$ cat src/rtl/cpt_test_pkg.sv
package cpt_test_pkg;

  typedef enum logic [2:0] {
    S_IDLE,
    S_APPLY_V,
    S_APPLY_NV,
    S_APPLY_V2,
    S_DONE
  } seqState_t;

  typedef struct packed {
    logic startRun;
    logic applyInv;
    logic capV;
    logic capNv;
    logic capV2;
    logic done;
  } ctrlStrobe_t;

endpackage

$ cat src/rtl/cpt_test_seq.sv
module cpt_test_seq
  import cpt_test_pkg::*;
#(
  parameter int SETTLE_W = 8
) (
  input  logic                clk,
  input  logic                rstN,
  input  logic                startPulse,
  input  logic [SETTLE_W-1:0] settleCycles,
  output logic                busy,
  output ctrlStrobe_t         strobe
);

  localparam logic [SETTLE_W-1:0] ONE = SETTLE_W'(1);

  seqState_t           state;
  logic [SETTLE_W-1:0] cnt;
  logic [SETTLE_W-1:0] settleReg;
  logic                lastCycle;
  logic                inApply;

  assign inApply   = (state == S_APPLY_V) || (state == S_APPLY_NV) || (state == S_APPLY_V2);
  assign lastCycle = (cnt == settleReg - ONE);

  always_ff @(posedge clk or negedge rstN) begin
    if (!rstN) begin
      state     <= S_IDLE;
      cnt       <= '0;
      settleReg <= ONE;
    end else begin
      case (state)
        S_IDLE: begin
          if (startPulse) begin
            state     <= S_APPLY_V;
            cnt       <= '0;
            settleReg <= (settleCycles == '0) ? ONE : settleCycles;
          end
        end
        S_APPLY_V, S_APPLY_NV, S_APPLY_V2: begin
          if (lastCycle) begin
            cnt <= '0;
            case (state)
              S_APPLY_V:  state <= S_APPLY_NV;
              S_APPLY_NV: state <= S_APPLY_V2;
              default:    state <= S_DONE;
            endcase
          end else begin
            cnt <= cnt + ONE;
          end
        end
        default: state <= S_IDLE;
      endcase
    end
  end

  always_comb begin
    strobe          = '0;
    strobe.startRun = (state == S_IDLE) && startPulse;
    strobe.applyInv = (state == S_APPLY_NV);
    strobe.capV     = (state == S_APPLY_V)  && lastCycle;
    strobe.capNv    = (state == S_APPLY_NV) && lastCycle;
    strobe.capV2    = (state == S_APPLY_V2) && lastCycle;
    strobe.done     = (state == S_DONE);
  end

  assign busy = inApply;

  AST_CAPTURE_EXCLUSIVE: assert property (@(posedge clk) disable iff (!rstN)
    $onehot0({strobe.capV, strobe.capNv, strobe.capV2}));

  AST_STEP_COUNT_BOUND: assert property (@(posedge clk) disable iff (!rstN)
    busy |-> (cnt < settleReg));

  AST_DONE_SINGLE: assert property (@(posedge clk) disable iff (!rstN)
    strobe.done |=> !strobe.done);

  AST_DONE_AFTER_LAST_CAPTURE: assert property (@(posedge clk) disable iff (!rstN)
    strobe.capV2 |=> strobe.done);

  AST_NO_RESTART_WHILE_BUSY: assert property (@(posedge clk) disable iff (!rstN)
    (busy && startPulse && !lastCycle) |=> (busy && $stable(settleReg)));

endmodule

$ cat src/rtl/cpt_test_datapath.sv
module cpt_test_datapath
  import cpt_test_pkg::*;
#(
  parameter int IN_W  = 8,
  parameter int OUT_W = 4
) (
  input  logic             clk,
  input  logic             rstN,
  input  ctrlStrobe_t      strobe,
  input  logic [IN_W-1:0]  seedVec,
  input  logic [OUT_W-1:0] goldenVec,
  input  logic             goldenEn,
  input  logic             testMode,
  input  logic [1:0]       ctrlOverride,
  input  logic [OUT_W-1:0] netOut,
  output logic [IN_W-1:0]  netIn,
  output logic             ctrlLo,
  output logic             ctrlHi,
  output logic             complFail,
  output logic             repeatFail,
  output logic             goldenFail
);

  logic [IN_W-1:0]  seedReg;
  logic [OUT_W-1:0] goldReg;
  logic             goldEnReg;
  logic [OUT_W-1:0] respV;

  always_ff @(posedge clk or negedge rstN) begin
    if (!rstN) begin
      seedReg    <= '0;
      goldReg    <= '0;
      goldEnReg  <= 1'b0;
      respV      <= '0;
      complFail  <= 1'b0;
      repeatFail <= 1'b0;
      goldenFail <= 1'b0;
    end else begin
      if (strobe.startRun) begin
        seedReg    <= seedVec;
        goldReg    <= goldenVec;
        goldEnReg  <= goldenEn;
        complFail  <= 1'b0;
        repeatFail <= 1'b0;
        goldenFail <= 1'b0;
      end
      if (strobe.capV) begin
        respV <= netOut;
        if (goldEnReg && (netOut != goldReg)) goldenFail <= 1'b1;
      end
      if (strobe.capNv && (netOut != ~respV)) complFail  <= 1'b1;
      if (strobe.capV2 && (netOut != respV))  repeatFail <= 1'b1;
    end
  end

  assign netIn  = strobe.applyInv ? ~seedReg : seedReg;
  assign ctrlLo = testMode & (ctrlOverride[0] ^ strobe.applyInv);
  assign ctrlHi = ~testMode | (ctrlOverride[1] ^ strobe.applyInv);

  AST_INVERT_ON_ENTRY: assert property (@(posedge clk) disable iff (!rstN)
    $rose(strobe.applyInv) |-> (netIn == ~$past(netIn)));

  AST_TEST_LINES_FLIP: assert property (@(posedge clk) disable iff (!rstN)
    ($rose(strobe.applyInv) && testMode && $past(testMode) && $stable(ctrlOverride))
      |-> ((ctrlLo != $past(ctrlLo)) && (ctrlHi != $past(ctrlHi))));

  AST_FLAGS_STICKY: assert property (@(posedge clk) disable iff (!rstN)
    !strobe.startRun |=> (!$fell(complFail) && !$fell(repeatFail) && !$fell(goldenFail)));

  AST_GOLDEN_GATED: assert property (@(posedge clk) disable iff (!rstN)
    (strobe.capV && !goldEnReg && !goldenFail) |=> !goldenFail);

endmodule

$ cat src/rtl/cpt_test_ctrl.sv
module cpt_test_ctrl
  import cpt_test_pkg::*;
#(
  parameter int IN_W     = 8,
  parameter int OUT_W    = 4,
  parameter int SETTLE_W = 8
) (
  input  logic                clk,
  input  logic                rstN,
  input  logic                startPulse,
  input  logic [IN_W-1:0]     seedVec,
  input  logic [SETTLE_W-1:0] settleCycles,
  input  logic [OUT_W-1:0]    goldenVec,
  input  logic                goldenEn,
  input  logic                testMode,
  input  logic [1:0]          ctrlOverride,
  input  logic [OUT_W-1:0]    netOut,
  output logic [IN_W-1:0]     netIn,
  output logic                ctrlLo,
  output logic                ctrlHi,
  output logic                busy,
  output logic                doneValid,
  output logic                complFail,
  output logic                repeatFail,
  output logic                goldenFail
);

  ctrlStrobe_t strobe;

  cpt_test_seq #(.SETTLE_W(SETTLE_W)) u_seq (
    .clk          (clk),
    .rstN         (rstN),
    .startPulse   (startPulse),
    .settleCycles (settleCycles),
    .busy         (busy),
    .strobe       (strobe)
  );

  cpt_test_datapath #(.IN_W(IN_W), .OUT_W(OUT_W)) u_dp (
    .clk          (clk),
    .rstN         (rstN),
    .strobe       (strobe),
    .seedVec      (seedVec),
    .goldenVec    (goldenVec),
    .goldenEn     (goldenEn),
    .testMode     (testMode),
    .ctrlOverride (ctrlOverride),
    .netOut       (netOut),
    .netIn        (netIn),
    .ctrlLo       (ctrlLo),
    .ctrlHi       (ctrlHi),
    .complFail    (complFail),
    .repeatFail   (repeatFail),
    .goldenFail   (goldenFail)
  );

  assign doneValid = strobe.done;

  AST_DONE_NOT_BUSY: assert property (@(posedge clk) disable iff (!rstN)
    doneValid |-> !busy);

endmodule

$ cat config.mk
export PLATFORM = sky130hd
export DESIGN_NAME = cpt_test_ctrl
export DESIGN_NICKNAME = d
export VERILOG_FILES = /design/src/rtl/cpt_test_pkg.sv /design/src/rtl/cpt_test_seq.sv /design/src/rtl/cpt_test_datapath.sv /design/src/rtl/cpt_test_ctrl.sv
export SDC_FILE = /design/constraint.sdc
export NUM_CORES = 1
export LEC_CHECK = 0
export BUFFER_PORTS_ARGS = -buffer_cell sky130_fd_sc_hd__buf_4
export CORE_MARGIN = 5
export CORE_UTILIZATION = 45
export DETAILED_ROUTE_END_ITERATION = 8
export PLACE_DENSITY = 0.75
export RECOVER_POWER = 25
export SLEW_MARGIN = 5
export SYNTH_ARGS = -nofsm -noshare
export SYNTH_HDL_FRONTEND = slang
export SYNTH_SLANG_ARGS = --single-unit
$ cat constraint.sdc
create_clock -name clk -period 6.64 [get_ports clk]
set_input_delay 0.996 -clock clk [delete_from_list [all_inputs] [get_ports clk]]
set_output_delay 0.996 -clock clk [all_outputs]
set_load 0.01 [all_outputs]
Word-level counts from Yosys, hierarchy flattened
Cells that the tools add are included.
{ "op_classes": {"n_shift": 0, "bitwise": 7, "order_cmp": 0, "muxes": 15, "mul": 0, "n_reduce_logical": 18, "addsub": 2, "eq_ne": 10, "n_div": 0} }
{ "op_table": {"columns": ["cell", "count"], "rows": [
  ["two-way mux 8 bit", 4],
  ["case mux 8 bit (2 select lines)", 1],
  ["inequality test 4 bit", 3],
  ["case mux 3 bit (2 select lines)", 2],
  ["adder 8 x 1 -> 8 bit, second input constant", 1],
  ["== test 8 bit", 1],
  ["zero test 8 bit", 1],
  ["inverter 8 bit", 1],
  ["subtractor 8 x 1 -> 8 bit, second input constant", 1],
  ["logical AND 1 bit", 7],
  ["== test 3 x 2 -> 1 bit, second input constant", 2],
  ["two-way mux 1 bit", 6],
  ["two-way mux 3 bit", 2],
  ["AND reduction 2 bit", 3],
  ["nonzero test 2 bit", 3],
  ["inverter 4 bit", 1],
  ["== test 3 x 1 -> 1 bit, second input constant", 1],
  ["== test 3 bit, second input constant", 1],
  ["zero test 3 bit", 1],
  ["OR reduction 3 bit", 1],
  ["logical OR 1 bit", 2],
  ["inequality test 2 x 1 -> 1 bit, second input constant", 1],
  ["inequality test 2 bit, second input constant", 1],
  ["XOR 1 bit", 2],
  ["other kinds (3)", 3]
]} }
{ "word_totals": {"latch_bits": 0, "n_memories": 0, "word_cells": 62, "register_bits": 39, "inputBits": 31, "mem_bits_rw": 0, "rom_bits": 0} }

Longest topological paths before layout
{ "logic_depth": {"word_depth": 5, "depth_mapped": 8} }

Hierarchy
From an unflattened synthesis, not the netlist that was laid out.
{ "hier_totals": {"cells_unflattened": 187, "area_unflattened_um2": 2102.0} }
{ "modules_own_cells": {"columns": ["module", "instances", "cells_per_inst", "area_per_inst_um2", "seq_area_each_um2"], "rows": [
  ["cpt_test_seq", 1, 119, 1164.9, 476.7],
  ["cpt_test_datapath", 1, 68, 937.1, 500.5]
]} }

Worst setup path after synthesis
No wires, ideal clock.
{ "synth_path": {"path_type": "flip-flop to flip-flop", "startpoint": "reg u_seq.settleReg[1]", "endpoint": "reg u_dp.respV[0]", "t_required_ps": 6515, "setup_time_ps": 125, "path_slack_ps": 4051, "arrival_ps": 2464, "n_path_buf": 0, "stages_incl_launch_ff": 9, "synth_period_minus_slack_ps": 2589, "path_cell_list": "dfrtp_1 > inv_1 > ha_1 > or3b_2 > a2111oi_4 > o22ai_2 > nor4b_4 > nand3_4 > mux2_4"} }
{ "synth_via": {"elab_chain_len": 3} }
{ "synth_lines": {"columns": ["item", "line", "rtl"], "rows": [
  ["start: declaration", "cpt_test_seq.sv:18", "logic [SETTLE_W-1:0] settleReg;"],
  ["start signal: assignment", "cpt_test_seq.sv:36", "settleReg <= (settleCycles == '0) ? ONE : settleCycles;"],
  ["subtractor 8 x 1 -> 8 bit", "cpt_test_seq.sv:23", "assign lastCycle = (cnt == settleReg - ONE);"],
  ["== test 8 bit", "cpt_test_seq.sv:23", null],
  ["logical AND 1 bit", "cpt_test_seq.sv:60", "strobe.capV = (state == S_APPLY_V) && lastCycle;"],
  ["end signal: assignment", "cpt_test_datapath.sv:48", "respV <= netOut;"],
  ["end: declaration", "cpt_test_datapath.sv:27", "logic [OUT_W-1:0] respV;"]
]} }
No other way between the ends.
A chain may end at the register's enable or synchronous reset.

Final worst setup path
{ "layout_path": {"startpoint": "reg u_seq.state[1]", "endpoint": "out ctrlLo"} }
{ "layout_via": {"elab_chain_len": 3} }
{ "layout_lines": {"columns": ["item", "line", "rtl"], "rows": [
  ["start: declaration", "cpt_test_seq.sv:16", "seqState_t state;"],
  ["start signal: assignment", "cpt_test_seq.sv:27", "state <= S_IDLE;"],
  ["start signal: assignment", "cpt_test_seq.sv:34", "state <= S_APPLY_V;"],
  ["start signal: assignment", "cpt_test_seq.sv:43", "S_APPLY_V: state <= S_APPLY_NV;"],
  ["== test 3 x 2 -> 1 bit", "cpt_test_seq.sv:59", "strobe.applyInv = (state == S_APPLY_NV);"],
  ["XOR 1 bit", "cpt_test_datapath.sv:57", "assign ctrlLo = testMode & (ctrlOverride[0] ^ strobe.applyInv);"],
  ["AND 1 bit", "cpt_test_datapath.sv:57", null],
  ["end: declaration", "cpt_test_ctrl.sv:19", "output logic ctrlLo,"]
]} }
No other way between the ends.

==> run summary <==
DRC Markers: 0
Root buffer cell: clkbuf_8
Initial Utilization: 45.83%
Initial antenna violation count: 0
Die width: 78.89 um
Final slew viol count: 40
Cell row count: 25
Number of DRC markers in iteration 0: 109
Global route overflow: 0
Insertion delay to the later sink of the worst-skew pair: 0.29 ns
CP endpoint kind: primary output
H-tree levels: 2
Clock slew at reported path FFs: 0.08 ns
Number of synthesized register bits: 39
Commonest non-fill, non-tap cell in the layout: nand2_1
Unique masters post-synth: 43
Largest net degree at the start of global routing: 40
Fin nets: 303
WL per Instance: 13.76 um
Required time of the critical path: 5.64 ns
P per Cell Area: 189.1 nW/um^2
Average size of a mapped cell: 9.450 um^2
Setup TNS: 0 ns
Area Growth Syn to Fin: 23.84%
CTS sink cnt: 39
Fin crit period: 3.165 ns
Biggest cell delay along the critical path: 0.81 ns
Crit-path max FO: 11
Post-CTS setup buffers: 0
Post-synth top area share: 44.52%
Slew HR: -34.95%
Slowest cell on the critical path: nor3_2
Layout cells sized above 1: 24.35%
Crit path cell chain: inv_1, nor3_2, xor2_1, and2_1, buf_4
TritonCTS Buffers: 5
Violated checks: max-capacitance violations, max-slew violations
Die height: 78.89 um
RSZ-0062 raised after global routing: no
Routed wire length: 4473 um
Mapped Area: 2136 um^2
Critical Path Start Type: flip-flop
Area of the core: 4661 um^2
ANT nets after route: 0
Vias: 1,691
Fillers: 429
Yosys warns: 0
Most frequent cells in the layout: nand2_1, buf_4, dfrtp_1
Antenna diodes: 0
Hold crit path type: reg -> reg
Fin. Hold Viols: 0
Max_cap viols: 1
Global-route wire length before repair: 7486 um
GRT Resource Usage Total: 15.34%
CTS Buffer Depth: 2
Vias in the first global route: 1,596
Worst Skew: 0.007455 ns
Outcome: complete, but fails checks
DR pass1 iterations: 5
Fmax: 0.3160 GHz
Syn Nets: 259
Die area: 6224 um^2
Vias per inst: 5.203
Top Ports: 46
Port Buffers: 45
CTS tree: done
Worst-Margin Slew: 2.024 ns
Routability cong.: 0.7446
Critical path class: reg -> out
Arrival @ worst endpoint: 2.17 ns
Peak supply drop: 110.6 uV
Register area share after synthesis: 45.75%
Hold buffers post-CTS: 0
Post-cts resize count: 0
Cells after synthesis: 226
Multi-input combinational cell area: 1119 um^2
Endpoints failing setup: 0
Area leader, netlist: dfrtp_1
Post-DP HPWL: 3356 um
Final period utilization: 47.67%
Lkg Pwr: 0.001351 uW
Final total power: 500.1 uW
Register area: 977.2 um^2
Leading post-synthesis cells by cell area: dfrtp_1, nand2_1, xor2_1
sequential cells by signal, indices dropped and copies added (netlist names):
register,cells
u_dp.repeatFail,1
u_seq.settleReg,8
u_dp.seedReg,8
u_dp.respV,4
u_dp.goldReg,4
u_seq.state,3
u_seq.cnt,8
u_dp.complFail,1
u_dp.goldEnReg,1
u_dp.goldenFail,1
kinds of logic (layout without fill, tap and decap cells):
| kind of cell | count (synthesis) | in the layout | share of synthesized area, % |
|---|---|---|---|
| adder cells (fa/ha/maj) | 2 | 2 | 1.171 |
| AO/OA/AOI/OAI | 28 | 28 | 10.90 |
| XOR/XNOR | 30 | 30 | 12.30 |
| buffers and inverters | 12 | 57 | 2.109 |
| flip-flops | 39 | 39 | 45.75 |
| AND/OR/NAND/NOR | 110 | 110 | 24.49 |
| multiplexers | 5 | 5 | 3.281 |
final timing paths:
check	start	endpoint	slack, ns	cells after the start
hold reg to reg	u_dp.goldenFail	u_dp.goldenFail	0.50	2
max in group asynchronous	rstN	u_seq.state[2]	4.21	1
hold / removal	u_dp.goldenFail	u_dp.goldenFail	0.50	2
min in group asynchronous	rstN	u_seq.settleReg[4]	1.28	1
setup / recovery	u_seq.state[1]	ctrlLo	3.47	5
setup reg to reg	u_seq.settleReg[1]	u_dp.respV[1]	3.81	8
critical path, delay by kind of cell (launching register included):
family	cells	cell delay, ns
and+or+nand+nor	2	1.02
xor gates and xnor gates	1	0.13
DFF	1	0.43
buffers and inverters	2	0.30
layer usage:
layer	vias to the layer above	routed length, um	track usage [%]
li1	852	-	-
met1	789	2079	20.65
met2	45	2126	24.28
met3	5	214	4.082
met4	0	53	4.639
met5	-	0	0
final cells by class:
cell class,count,area share (%)
Multi-Input combinational cell,175,42.29
Sequential cell,39,36.94
Timing Repair Buffer,45,12.63
Clock buffer,6,2.744
Tap cell,54,2.554
Clock inverter,2,2.271
Inverter,4,0.5676
where the power goes:
part	switching [uW]	internal (uW)
clock	82.3	150
combinational	11.8	15.9
sequential	1.06	239
through the flow:
stage	worst slack [ns]	instances	hold slack, ns	utilization, %	cell area, um^2
global route	3.271	325	0.5254	56.75	2645
detailed placement	3.762	317	0.4824	53.99	2516
CTS	3.420	325	0.5006	56.83	2649
finish	3.475	325	0.4951	56.75	2645
global placement	3.811	317	0.4797	53.99	2516
floorplan	4.051	226	0.4453	-	2136
cells in the mapped netlist (all sizes together):
cell type / instances
ha: 2
xnor2: 9
nor2b: 3
nor4: 3
o31ai: 1
clkbuf: 7
a2111oi: 1
nor3: 10
and2: 1
mux2: 4
buf: 1
mux2i: 1
nor2: 9
nand3: 4
inv: 4
and3: 3
nand4: 1
a21o: 1
o2111ai: 1
o311ai: 1
nor3b: 1
dfstp: 1
a211o: 2
o41ai: 2
o21a: 1
o21ai: 9
a32o: 1
or3b: 1
a21oi: 3
xor2: 21
nand2: 69
and4: 1
nor4b: 1
a211oi: 1
dfrtp: 38
or2: 1
or4: 2
a22o: 3
o22ai: 1
(Power assumes the default switching activity.)
